**src/rtl/seg_addr_pkg.sv**
```systemverilog
package seg_addr_pkg;
    typedef enum logic [1:0] {
        SEG_EXTRA = 2'd0,
        SEG_CODE  = 2'd1,
        SEG_STACK = 2'd2,
        SEG_DATA  = 2'd3
    } seg_id_e;

    typedef enum logic [2:0] {
        EA_B     = 3'd0,
        EA_I     = 3'd1,
        EA_BD    = 3'd2,
        EA_ID    = 3'd3,
        EA_BI    = 3'd4,
        EA_BID   = 3'd5,
        EA_D     = 3'd6,
        EA_D_ALT = 3'd7
    } ea_mode_e;

    localparam int NUM_SEG = 4;
endpackage

```
**src/rtl/ea_gen.sv**
```systemverilog
module ea_gen #(
    parameter int OFF_W = 16
) (
    input  logic [2:0]       mode,
    input  logic [OFF_W-1:0] base,
    input  logic [OFF_W-1:0] index,
    input  logic [OFF_W-1:0] disp,
    output logic [OFF_W-1:0] ea,
    output logic             uses_base
);
    import seg_addr_pkg::*;

    logic use_b, use_i, use_d;

    always_comb begin
        use_b = 1'b0;
        use_i = 1'b0;
        use_d = 1'b0;
        unique case (ea_mode_e'(mode))
            EA_B:    use_b = 1'b1;
            EA_I:    use_i = 1'b1;
            EA_BD:   begin use_b = 1'b1; use_d = 1'b1; end
            EA_ID:   begin use_i = 1'b1; use_d = 1'b1; end
            EA_BI:   begin use_b = 1'b1; use_i = 1'b1; end
            EA_BID:  begin use_b = 1'b1; use_i = 1'b1; use_d = 1'b1; end
            default: use_d = 1'b1;
        endcase
        // sum is kept to OFF_W bits: offsets wrap inside the segment
        ea = (use_b ? base : '0) + (use_i ? index : '0) + (use_d ? disp : '0);
        uses_base = use_b;
    end
endmodule

```
**src/rtl/seg_pick.sv**
```systemverilog
module seg_pick (
    input  logic       uses_base,
    input  logic       base_is_bp,
    input  logic       ovr_valid,
    input  logic [1:0] ovr_idx,
    output logic [1:0] seg_idx
);
    import seg_addr_pkg::*;

    always_comb begin
        if (ovr_valid)
            seg_idx = ovr_idx;
        else if (uses_base && base_is_bp)
            seg_idx = SEG_STACK;
        else
            seg_idx = SEG_DATA;
    end
endmodule

```
**src/rtl/phys_adder.sv**
```systemverilog
module phys_adder #(
    parameter int OFF_W = 16,
    parameter int SHIFT = 4,
    localparam int PA_W = OFF_W + SHIFT
) (
    input  logic [OFF_W-1:0] seg,
    input  logic [OFF_W-1:0] off,
    output logic [PA_W-1:0]  phys
);
    always_comb begin
        // carry out of the top bit is dropped: wraps at the top of the space
        phys = {seg, {SHIFT{1'b0}}} + {{SHIFT{1'b0}}, off};
    end
endmodule

```
**src/rtl/seg_addr_gen.sv**
```systemverilog
module seg_addr_gen #(
    parameter int OFF_W = 16,
    parameter int SHIFT = 4,
    parameter int LEN_W = 3,
    parameter int MAX_LEN = 6,
    localparam int PA_W = OFF_W + SHIFT
) (
    input  logic             clk,
    input  logic             rst_n,
    input  logic             seg_wr_en,
    input  logic [1:0]       seg_wr_idx,
    input  logic [OFF_W-1:0] seg_wr_data,
    input  logic             ip_load,
    input  logic [OFF_W-1:0] ip_load_val,
    input  logic             ip_adv,
    input  logic [LEN_W-1:0] ip_adv_len,
    input  logic [2:0]       ea_mode,
    input  logic [OFF_W-1:0] base_val,
    input  logic             base_is_bp,
    input  logic [OFF_W-1:0] index_val,
    input  logic [OFF_W-1:0] disp_val,
    input  logic             ovr_valid,
    input  logic [1:0]       ovr_idx,
    output logic [OFF_W-1:0] ea_out,
    output logic [1:0]       data_seg,
    output logic [PA_W-1:0]  data_addr,
    output logic [PA_W-1:0]  fetch_addr,
    output logic [OFF_W-1:0] ip_out
);
    import seg_addr_pkg::*;

    typedef struct packed {
        logic [NUM_SEG-1:0][OFF_W-1:0] seg;
        logic [OFF_W-1:0]              ip;
    } regs_t;

    regs_t st_d, st_q;
    logic  uses_base;
    logic  len_ok;

    always_comb begin
        st_d   = st_q;
        len_ok = (ip_adv_len != '0) && (int'(ip_adv_len) <= MAX_LEN);
        if (seg_wr_en)
            st_d.seg[seg_wr_idx] = seg_wr_data;
        if (ip_load)
            st_d.ip = ip_load_val;
        else if (ip_adv && len_ok)
            st_d.ip = st_q.ip + OFF_W'(ip_adv_len);
    end

    always_ff @(posedge clk) begin
        if (!rst_n)
            st_q <= '0;
        else
            st_q <= st_d;
    end

    ea_gen #(.OFF_W(OFF_W)) u_ea (
        .mode      (ea_mode),
        .base      (base_val),
        .index     (index_val),
        .disp      (disp_val),
        .ea        (ea_out),
        .uses_base (uses_base)
    );

    seg_pick u_pick (
        .uses_base  (uses_base),
        .base_is_bp (base_is_bp),
        .ovr_valid  (ovr_valid),
        .ovr_idx    (ovr_idx),
        .seg_idx    (data_seg)
    );

    phys_adder #(.OFF_W(OFF_W), .SHIFT(SHIFT)) u_data_pa (
        .seg  (st_q.seg[data_seg]),
        .off  (ea_out),
        .phys (data_addr)
    );

    phys_adder #(.OFF_W(OFF_W), .SHIFT(SHIFT)) u_fetch_pa (
        .seg  (st_q.seg[SEG_CODE]),
        .off  (st_q.ip),
        .phys (fetch_addr)
    );

    assign ip_out = st_q.ip;
endmodule

```
**config.mk**
```make
export PLATFORM = sky130hd
export DESIGN_NAME = seg_addr_gen
export DESIGN_NICKNAME = d
export VERILOG_FILES = /design/src/rtl/seg_addr_pkg.sv /design/src/rtl/ea_gen.sv /design/src/rtl/seg_pick.sv /design/src/rtl/phys_adder.sv /design/src/rtl/seg_addr_gen.sv
export SDC_FILE = /design/constraint.sdc
export NUM_CORES = 1
export LEC_CHECK = 0
export BUFFER_PORTS_ARGS = -buffer_cell sky130_fd_sc_hd__buf_2
export CAP_MARGIN = 20
export CORE_ASPECT_RATIO = 1.1
export CORE_MARGIN = 4
export CORE_UTILIZATION = 55
export CTS_BUF_LIST = sky130_fd_sc_hd__clkbuf_4
export DETAILED_ROUTE_END_ITERATION = 16
export PLACE_DENSITY_LB_ADDON = 0.15
export SYNTH_ARGS = -nofsm -noshare
export SYNTH_HDL_FRONTEND = slang
export SYNTH_SLANG_ARGS = --single-unit
```
**constraint.sdc**
```tcl
create_clock -name clk -period 8.8 [get_ports clk]
set_clock_uncertainty 0.2 [all_clocks]
set_input_delay 0.44 -clock clk [delete_from_list [all_inputs] [get_ports clk]]
set_output_delay 0.44 -clock clk [all_outputs]
set_load 0.01 [all_outputs]
```
== Word level (Yosys, flattened, before mapping) ==
Cells that the tools add are included.

* Bits in registers: 80
* Input bits: 97

* Mux-type cells: 14
* $add $sub $neg: 5
* $lt $le $gt $ge: 4
* Reduce and logical (&&, ||, !) cells: 10
* Eq/ne operators: 5

{| class="wikitable"
|+ Operators with widths
! kind !! number
|-
| $mux W16 || 7
|-
| $bwmux W64 || 1
|-
| $add A20 B16 Y20 || 2
|-
| $add A16 B16 Y16 || 2
|-
| $bmux W16 S2 || 1
|-
| $demux W16 S2 || 1
|-
| $add A16 B3 Y16 || 1
|-
| $reduce_or A4 Y1 || 2
|-
| $eq A3 B2 Y1 const B || 2
|-
| $eq A3 B3 Y1 const B || 2
|-
| $lt A2 B3 Y1 const B || 2
|-
| $logic_and A1 B1 Y1 || 4
|-
| $eq A3 B1 Y1 const B || 1
|-
| $le A3 B3 Y1 const B || 1
|-
| $logic_not A3 Y1 || 1
|-
| $mux W1 || 3
|-
| $reduce_bool A3 Y1 || 1
|-
| $reduce_or A3 Y1 || 1
|-
| $ge A2 B1 Y1 const B || 1
|-
| $mux W2 || 1
|-
| $reduce_bool A2 Y1 || 1
|}

== Longest topological paths before layout ==
Gate-level depths: netlist of the first run.

* Word-level depth: 9
* Mapped depth: 22
* Depth with buffers taken out: 21

== Modules after synthesis ==
Synthesis of the first run repeated with hierarchy kept, for this count alone.

* Cell total of the unflattened synthesis: 864
* Area total of the unflattened synthesis: 6810.3 µm²

{| class="wikitable"
|+ By module, submodules not included
! module !! instances !! area an instance (µm²) !! cells an instance !! seq. area each (µm²)
|-
| seg_addr_gen || 1 || 3757.4 || 449 || 1601.5
|-
| phys_adder || 2 || 820.8 || 108 || 0.0
|-
| ea_gen || 1 || 1386.3 || 196 || 0.0
|-
| seg_pick || 1 || 25.0 || 3 || 0.0
|}

== Worst setup path before layout of the first run ==
Ideal clock, no wire load.

* Path kind: input -> output
* From: in ea_mode[2]
* To: out data_addr[17]
* Path buffers: 1
* Stages on the path: 21
* Data arrival time: 4.897 ns
* Slack: 3.263 ns
* Cells stage by stage: nor2_1 -> a21oi_1 -> clkbuf_1 -> nand2_1 -> fa_1 -> inv_1 -> ha_1 -> o211ai_1 -> o211a_1 -> or3_1 -> a21oi_1 -> nor2_1 -> o21bai_1 -> a21oi_1 -> xnor2_1 -> ha_1 -> o21ai_0 -> a21oi_1 -> a222oi_1 -> nor2_1 -> a311o_1

{| class="wikitable"
|+ RTL lines
! element !! RTL line !! RTL
|-
| start, declared || seg_addr_gen.sv:17 || <nowiki>input logic [2:0] ea_mode,</nowiki>
|-
| $eq A3 B2 Y1, or another cell as far along || ea_gen.sv:19 || <nowiki>unique case (ea_mode_e'(mode))</nowiki>
|-
| $reduce_or A4 Y1 (no source line) || - ||
|-
| $mux W1 || ea_gen.sv:19 ||
|-
| $mux W16 || ea_gen.sv:29 || <nowiki>ea = (use_b ? base : '0) + (use_i ? index : '0) + (use_d ? disp : '0);</nowiki>
|-
| $add A16 B16 Y16 || ea_gen.sv:29 ||
|-
| $add A16 B16 Y16 * || ea_gen.sv:29 ||
|-
| named net ea_out[14] || seg_addr_gen.sv:24 || <nowiki>output logic [OFF_W-1:0] ea_out,</nowiki>
|-
| $add A20 B16 Y20 * || phys_adder.sv:12 || <nowiki>phys = {seg, {SHIFT{1'b0}}} + {{SHIFT{1'b0}}, off};</nowiki>
|-
| end, declared || seg_addr_gen.sv:26 || <nowiki>output logic [PA_W-1:0] data_addr,</nowiki>
|}

Mark *: on every way through the listed nets, which the timed path passes. The rest lies on a longest branch. The select of a mux whose other input is x is not followed.

== Final worst setup path of the first run ==
* From: in ea_mode[2]
* To: out data_addr[17]

* Cells in the longest elaborated chain, start to end: 9

{| class="wikitable"
|+ Ends and longest elaborated chain
! element !! RTL line
|-
| branches (longest 8 deep; another with $add A16 B16 Y16) || -
|-
| $add A20 B16 Y20 * || phys_adder.sv:12
|}

Mark *: on every way between the ends. The select of a mux whose other input is x is not followed.

==> impl_metrics.tcl, run 1 <==
set metrics [dict create \
    start_util 0.572 \
    clock_latency_ns 0.44 \
    power.leakage_uw 0.00351 \
    hpwl_um 12200 \
    synth_flop_cell "dfxtp_1" \
    cts-root-buf "clkbuf_4" \
    synth-edff-count 0 \
    r2r_setup_slack_ns 6.09 \
    synth_seq_cells 80 \
    yosysSeqAreaShare 0.241 \
    routed_wl_um 16100 \
    rsz0062_at_grt "no" \
    min_to "st_q[28]" \
    die_area_um2 13900 \
    hold_violations 0 \
    drcViolationCount 0 \
    grt_pass1_wl_um 26400 \
    num_vias 6072 \
    wl_per_cell_um 14.4 \
    period_share 0.720 \
    async_flop_share 0 \
    antenna_left 0 \
    cts_max_level 3 \
    layout_common_cells "208 x nand2_1, 170 x buf_2, 80 x dfxtp_1" \
    final.min_clock_period_ns 6.33 \
    drt_iter0_markers 312 \
    final.fill_count 1046 \
    cts.sinks 80 \
    yosysWarnings 0 \
    rr_worst_depth 12 \
    setup_viol 0 \
    drive_gt1_frac 0.229 \
    syn_area_um2 6660 \
    max_cap_violations 0 \
    routed_via_density 5.42 \
    cts_tree "done" \
    start_kind "input pin" \
    postSynthNetCount 992 \
    setup_tns_ns 0 \
    slew_headroom 0.473 \
    vdd_ir_drop_max_uv 103 \
    status "finished clean" \
    max_freq_ghz 0.158 \
    cellPowerDensity_nw_per_um2 161 \
    critical_path_class "in -> out" \
    slew_viol_final 0 \
    hold_start "seg_wr_data[12]" \
    grtUsageTotal 0.230 \
    port_buffers 170 \
    grt_max_degree 81 \
    cts_hold_buf 0 \
    grt_overflow 0 \
    core_area_um2 11600 \
    fin_nets 1121 \
    first_pass_iters 4 \
    syn2layout_area_growth_pct 14.9 \
    worstSetupEndpointType "primary output" \
    cp.arrival_ns 5.69 \
    post_cts_buffers 0 \
    holdCritPathClass "in -> reg" \
    whs_ns 0.0692 \
    r2r-start "ip_out[0]" \
    syn_inst 836 \
    layout_commonest_cell "nand2_1" \
    tightest_slew_ns 0.788 \
    io_pins 171 \
    crit_path_start "ea_mode[2]" \
    crit_path_max_fanout 17 \
    fp.dieH_um 123 \
    antenna_found_initial 1 \
    worstReg2RegEnd "ip_out[10]" \
    rows 41 \
    min_path_cells 3 \
    ys_types 65 \
    gp_congestion 0.846 \
    cts_max_path_buffers 2 \
    cts_resized 0 \
    worstPathRequired_ns 8.16 \
    cts_buffers 9 \
    grt_pass1_vias 5725 \
    die_x_um 113 \
    clk_pin_slew_worst_paths_ns 0.12 \
    syn_area_per_cell_um2 7.96 \
]
==> sequential cells by signal, summed over array words and instances, names as in the netlist <==
name,flops
ip_out,16
st_q,64
==> worst max-delay path by stage <==
stage	end	slack, ns
6_report	data_addr[17]	2.47
5_1_grt	data_addr[17]	2.08
4_1_cts	data_addr[17]	2.49
3_5_place_dp	data_addr[17]	2.51
3_3_place_gp	data_addr[17]	2.62
2_1_floorplan	data_addr[17]	3.26
==> power by group <==
group	total (µW)	leakage, µW	switching, µW	internal (µW)
registers	388	0.000652	11.7	376
logic	543	0.00276	312	232
clock network	298	0.000102	128	170
==> cells in the mapped netlist (all sizes together), types with 2 or more instances <==
master	instances	area [µm²]
nand2	208	781
dfxtp	80	1600
a21boi	67	503
inv	43	161
ha	40	500
o21ai	34	170
clkbuf	33	124
nor2	33	126
xnor2	32	280
a21oi	30	150
and2	25	156
buf	25	188
fa	19	380
xor2	18	158
mux4	16	364
a21o	15	113
nor3	13	70.1
nand3	11	55.1
and3	10	62.6
nor2b	6	37.5
or3	6	37.5
nand3b	5	37.5
nand4	5	31.3
a221oi	4	35.0
nand2b	4	25.0
o211ai	4	30.0
a311o	3	30.0
and4	3	26.3
nor3b	3	22.5
nor4	3	25.0
o21a	3	22.5
or2	3	18.8
a2111oi	2	23.8
a31oi	2	27.5
mux2i	2	32.5
nor4b	2	23.8
o2111ai	2	17.5
o21bai	2	15.0
o311ai	2	25.0
o31a	2	26.3
o31ai	2	15.0
or3b	2	17.5
==> routing by layer <==
metal	vias up	track usage	wire, µm
met4	0	0.0646	200
li1	3098	-	-
met3	14	0.0308	981
met2	165	0.414	7870
met1	2795	0.288	7040
met5	-	0	0
==> through the flow <==
stage	area, µm²	total power (µW)	std cells	util	setup WS, ns
2_1_floorplan	6660	776	836	-	3.26
3_3_place_gp	7420	933	1103	0.637	2.62
3_5_place_dp	7420	937	1103	0.637	2.51
4_1_cts	7620	1230	1118	0.654	2.49
5_1_grt	7650	1310	1120	0.657	2.08
6_report	7650	1230	1120	0.657	2.47
==> critical path: stages <==
cell and delay (ns):
buf_2 0.14, mux2i_4 0.54, nand2_1 0.14, fa_1 0.50, inv_1 0.04, ha_1 0.23, fa_1 0.41, a21o_1 0.20
a21oi_1 0.17, xnor2_1 0.21, ha_1 0.29, a21o_1 0.15, a21oi_1 0.25, o21ai_0 0.14, o211ai_1 0.14, nor3_2 0.08
o311a_1 0.38, a222oi_1 0.65, nor2_1 0.11, a311o_1 0.33, buf_2 0.14
==> kinds of logic (layout without fill, tap and decap cells) <==
logic type,Yosys count,count (layout),share of synthesized area
AO/OA/AOI/OAI,180,180,0.189
XOR/XNOR,50,50,0.0658
adder cells (fa/ha/maj),60,60,0.134
buffers and inverters,102,235,0.0716
flip-flops,80,80,0.241
multiplexers,19,19,0.0613
other,0,1,0
AND/OR/NAND/NOR,345,345,0.238
==> layout make-up <==
| cell class | instances | area [µm²] | area share |
|---|---|---|---|
| multi-input cells | 654 | 4580 | 0.598 |
| flip-flops and latches | 80 | 1600 | 0.209 |
| repair buffers | 176 | 916 | 0.120 |
| well taps | 150 | 188 | 0.0245 |
| inverters | 44 | 165 | 0.0216 |
| clock inverters | 6 | 133 | 0.0173 |
| clock buffers | 9 | 67.6 | 0.00883 |
| diodes | 1 | 2.50 | 0.000327 |
Power figures use the tool's default switching activity.
==> run 2: changes to the inputs <==
- CORE_UTILIZATION: 55 -> 50
- clock period: 8.8 -> 5.1 ns (I/O delays scaled with it)
==> run 2 against run 1 <==
Hold slack better by 0.074 ns. Global-route usage is essentially flat. Sequential power up 73%. Critical path type unchanged. Largest cell class unchanged. Highest routed layer unchanged.
==> impl_metrics.tcl, run 2 (synthesized netlist as in run 1, its figures left out) <==
set metrics [dict create \
    core_area_um2 12800 \
    port_buffers 170 \
    critical_path_class "in -> out" \
    r2r_setup_slack_ns 2.38 \
    fp.dieH_um 129 \
    combPwrFrac 0.525 \
    rows 43 \
    cts.sinks 80 \
    io_pins 171 \
    grt_pass1_wl_um 29200 \
    max_stage_delay_ns 0.39 \
    intPower_uw 1450 \
    slowest_stage "fa_2" \
    crit_path_end "data_addr[17]" \
    tightest_slew_ns 1.07 \
    place_area_um2 7820 \
    worstSetupEndpointType "primary output" \
    max_cap_violations 0 \
    start_util 0.520 \
    grtUsageTotal 0.230 \
    crit_path_cell_trace "buf_4, nor2_2, a21oi_4, buf_4, and2_1, fa_2, ha_4, fa_2, a21o_1, a21oi_2, xnor2_2, ha_1, a21o_1, a21oi_2, o21ai_2, o211ai_1, nor3_2, o311a_1, a222oi_1, buf_4, nor2_1, a311o_1, buf_2" \
    antenna_left 0 \
    cts_buffers 9 \
    syn2layout_area_growth_pct 29.8 \
    status "finished clean" \
    hold_violations 0 \
    worstReg2RegEnd "ip_out[10]" \
    antenna_found_initial 0 \
    regMostFlops "st_q" \
    wl_per_cell_um 14.6 \
    cts_tree "done" \
    layout_common_cells "205 x nand2_1, 169 x buf_2, 80 x dfxtp_1" \
    holdCritPathClass "in -> reg" \
    rr_worst_depth 12 \
    n_antenna_cell 0 \
    gp_congestion 0.833 \
    die_x_um 118 \
    final_area_um2 8640 \
    start_kind "input pin" \
    first_pass_iters 4 \
    rsz0062_at_grt "yes" \
    p_switching_uw 873 \
    clk_pin_slew_worst_paths_ns 0.13 \
    period_share 0.988 \
    cts_max_path_buffers 2 \
    grt_overflow 0 \
    die_area_um2 15200 \
    crit_cells 23 \
    setup_viol 0 \
    crit_family "compound AO/OA/AOI/OAI gates" \
    cp_common_cell "buf_4" \
    crit_path_max_fanout 5 \
    hpwl_um 13200 \
    fin_nets 1214 \
    layout_commonest_cell "nand2_1" \
    whs_ns 0.143 \
    largest_reg_flops 64 \
    worstPathRequired_ns 4.64 \
    path_buf_inv 4 \
    grt_max_degree 81 \
    power.leakage_uw 0.00397 \
    routed_via_density 5.29 \
    num_vias 6459 \
    drive_gt1_frac 0.304 \
    drt_iter0_markers 330 \
    r2r-start "ip_out[0]" \
    clock_latency_ns 0.44 \
    power_switching_share 0.376 \
    power_frac_seq 0.288 \
    slew_viol_final 0 \
    max_freq_ghz 0.199 \
    cts-root-buf "clkbuf_4" \
    cts_max_level 3 \
    crit_path_start "ea_mode[0]" \
    routed_wl_um 17800 \
    cp.arrival_ns 4.58 \
    cellPowerDensity_nw_per_um2 269 \
    drcViolationCount 0 \
    slew_headroom 0.283 \
    grt_pass1_vias 6353 \
    final.min_clock_period_ns 5.04 \
    pwr-share-clk 0.186 \
    vdd_ir_drop_max_uv 152 \
]
[run 2: cell types whose count changed in the layout (fill, tap and decap cells not counted), sizes merged]
| cell | change |
|---|---|
| buf | +61 |
| bufinv | -2 |
| clkinv | +1 |
| diode | -1 |
| dlygate4sd3 | +32 |
| inv | +2 |
[run 2: layout make-up]
| cell class | instances | area, µm² |
|---|---|---|
| Clock buffer | 9 | 67.6 |
| Timing Repair Buffer | 269 | 1700 |
| Fill cell | 1120 | 4170 |
| Tap cell | 157 | 196 |
| Inverter | 44 | 165 |
| Sequential cell | 80 | 1600 |
| Clock inverter | 7 | 95.1 |
| Multi-Input combinational cell | 654 | 4810 |
[run 2: power groups by stage]
stage          logic (µW)  clock network [µW]  registers [µW]
2_1_floorplan         662                   0             677
3_3_place_gp         1080                   0             683
3_5_place_dp         1090                   0             683
4_1_cts              1150                 444             669
5_1_grt              1340                 466             673
6_report             1220                 432             670
[run 2: through the flow]
step	instances	power [µW]	utilization	worst slack, ns	TNS, ns
global placement	1162	1760	0.611	-0.109	-0.395
finish	1220	2320	0.675	0.0635	0
detailed placement	1162	1770	0.611	-0.150	-0.565
global route	1220	2480	0.675	-0.171	-0.604
floorplan	836	1340	-	0.0180	0
CTS	1216	2260	0.657	0.00504	0
[run 2: metal layers]
metal	global-route usage	wire [µm]
met1	0.279	7740
met2	0.422	8890
met3	0.0432	928
met4	0.0593	282
met5	0	0
[run 2: worst min-delay path by stage]
| stage | slack (ns) | start | cells past startpoint | to |
|---|---|---|---|---|
| after floorplan | 0.20 | seg_wr_data[11] | 2 | st_q[27] |
| after global placement | 0.25 | st_q[64] | 2 | st_q[64] |
| after detailed placement | 0.25 | st_q[64] | 2 | st_q[64] |
| after CTS | 0.1 | ip_adv_len[0] | 5 | ip_out[0] |
| after global routing | 0.16 | ip_adv_len[0] | 5 | ip_out[0] |
| final | 0.14 | ip_adv_len[0] | 5 | ip_out[0] |
[run 2: timing repair]
action	4_1_cts	5_1_grt
setup buffers	6	3
setup endpoints to repair	5	6
pin swaps	11	29
cloned	0	1
hold buffers	32	0
hold endpoints to repair	80	0
gates resized for setup	14	42
[run 2: worst reg2reg max path, cell delays in order (launching register included)]
cell	delay [ns]
dfxtp_1	0.38
ha_1	0.17
inv_1	0.05
fa_1	0.37
nor2b_1	0.15
o21ai_0	0.09
nor2_1	0.16
and3_1	0.22
and3_1	0.30
nand3_1	0.13
xor2_1	0.15
o21ai_0	0.08
and2_1	0.17
==> run 3: changes to the inputs <==
- CORE_UTILIZATION: 50 -> 46
==> run 3 against run 2 <==
Final area up 0.32%. Die area up 8.1%. Hold slack better by 0.0023 ns. Sequential share of layout area down 0.059 points. Count of clock-buffer cells in the layout up 1. Worst setup slack better by 0.045 ns. Register-to-register slack better by 0.02 ns. Clock power down 28%. Flip-flop and latch count unchanged. Wire length up 0.89%. Combinational power about the same.
==> impl_metrics.tcl, run 3 (synthesized netlist as in run 1, its figures left out) <==
set metrics [dict create \
    status "finished clean" \
    wl_per_cell_um 14.3 \
    grt_max_degree 81 \
    crit_path_start "ea_mode[2]" \
    cellPowerDensity_nw_per_um2 254 \
    tightest_slew_ns 0.755 \
    crit_family "compound AO/OA/AOI/OAI gates" \
    cts_tree "done" \
    grt_pass1_vias 6314 \
    power.leakage_uw 0.00398 \
    layout_common_cells "202 x nand2_1, 169 x buf_2, 80 x dfxtp_1" \
    io_pins 171 \
    max_cap_violations 0 \
    utilization 0.618 \
    drcViolationCount 0 \
    cp_common_cell "buf_6" \
    hpwl_um 13200 \
    grt_overflow 0 \
    r2r-start "ip_out[0]" \
    slowest_stage "fa_1" \
    max_stage_delay_ns 0.50 \
    fin_nets 1221 \
    period_share 0.979 \
    syn2layout_area_growth_pct 30.2 \
    crit_path_cell_trace "buf_12, mux2i_4, buf_6, nand2_2, fa_1, inv_2, ha_4, o211ai_1, o211a_1, buf_6, o21a_1, or3_1, ha_1, a21o_1, o311a_1, a222oi_1, buf_4, nor4b_1, a311o_1, buf_2" \
    layout_commonest_cell "nand2_1" \
    path_buf_inv 6 \
    cp.arrival_ns 4.54 \
    num_vias 6493 \
    cts.sinks 80 \
    critical_path_class "in -> out" \
    core_area_um2 14000 \
    die_area_um2 16500 \
    antenna_left 0 \
    drt_iter0_markers 351 \
    grtUsageTotal 0.214 \
    antenna_found_initial 1 \
    vdd_ir_drop_max_uv 134 \
    worstPathRequired_ns 4.64 \
    clock_latency_ns 0.43 \
    crit_path_max_fanout 7 \
    setup_viol 0 \
    grt_pass1_wl_um 28800 \
    hold_violations 0 \
    cts_buffers 9 \
    regMostFlops "st_q" \
    port_buffers 170 \
    final_area_um2 8670 \
    slew_viol_final 0 \
    start_kind "input pin" \
    final.min_clock_period_ns 4.99 \
    fp.dieH_um 134 \
    first_pass_iters 4 \
    gp_congestion 0.817 \
    place_area_um2 7890 \
    slew_headroom 0.495 \
    cts-root-buf "clkbuf_4" \
    rows 45 \
    holdCritPathClass "in -> reg" \
    start_util 0.475 \
    largest_reg_flops 64 \
    worstSetupEndpointType "primary output" \
    cts_max_level 3 \
    max_freq_ghz 0.200 \
    die_x_um 123 \
    routed_wl_um 18000 \
    clk_pin_slew_worst_paths_ns 0.12 \
    cts_max_path_buffers 2 \
    routed_via_density 5.16 \
    rsz0062_at_grt "yes" \
    drive_gt1_frac 0.308 \
    hold_start "ip_adv_len[0]" \
]
[run 3: cell types whose count changed in the layout (fill, tap and decap cells not counted), sizes merged]
cell,before,now
clkinv,3,6
inv,45,44
clkinvlp,1,0
bufinv,2,0
diode,0,1
buf,237,244
clkbuf,9,10
[run 3: final cells by class]
cell class | count | area, µm²
antenna | 1 | 2.50
clock buffer | 10 | 75.1
clock inverter | 6 | 26.3
fill | 1321 | 5350
inverter | 44 | 165
multi-input combinational | 654 | 4800
sequential | 80 | 1600
tap | 188 | 235
timing repair buffer | 276 | 1760
[run 3: path summary, 6_finish.rpt]
path,slack [ns],end,depth (start not counted)
max,0.11,data_addr[19],20
min,0.15,ip_out[0],5
max reg2reg,2.40,ip_out[10],12
min reg2reg,0.27,st_q[55],2
[run 3: where the power goes]
part	internal [µW]	leakage [µW]	total, µW	switching, µW
Clock	98.7	0.0000624	313	214
Sequential	649	0.000652	669	20.3
Combinational	604	0.00327	1220	616
[run 3: repair_timing]
item                       4_1_cts  5_1_grt
buffers inserted                 6        7
cloned                           0        1
resized for setup               17       42
pin swaps                        8       32
hold buffers                    32        0
setup endpoints to repair        5        6
hold endpoints to repair        80        0
[run 3: worst reg2reg max path, stage by stage (launching register included)]
cell	delay (ns)
dfxtp_1	0.38
ha_1	0.18
inv_1	0.06
fa_1	0.37
nor2b_1	0.16
o21ai_0	0.09
nor2_1	0.17
and3_1	0.22
and3_1	0.29
nand3_1	0.12
xor2_1	0.13
o21ai_0	0.08
and2_1	0.17
[run 3: per-layer routing]
metal / routed length, µm / track usage / vias up
li1: - / - / 3299
met1: 7520 / 0.256 / 2979
met2: 8980 / 0.386 / 189
met3: 1170 / 0.0367 / 26
met4: 330 / 0.0678 / 0
met5: 0 / 0 / -
[run 3: through the flow]
step	worst slack, ns	cells	total power (µW)	setup TNS (ns)	hold slack [ns]
finish	0.109	1259	2200	0	0.145
global route	-0.118	1259	2370	-0.442	0.184
CTS	0.0219	1250	2150	0	0.130
detailed placement	-0.188	1196	1780	-0.734	0.257
global placement	-0.156	1196	1770	-0.555	0.249
floorplan	0.0180	836	1340	0	0.200
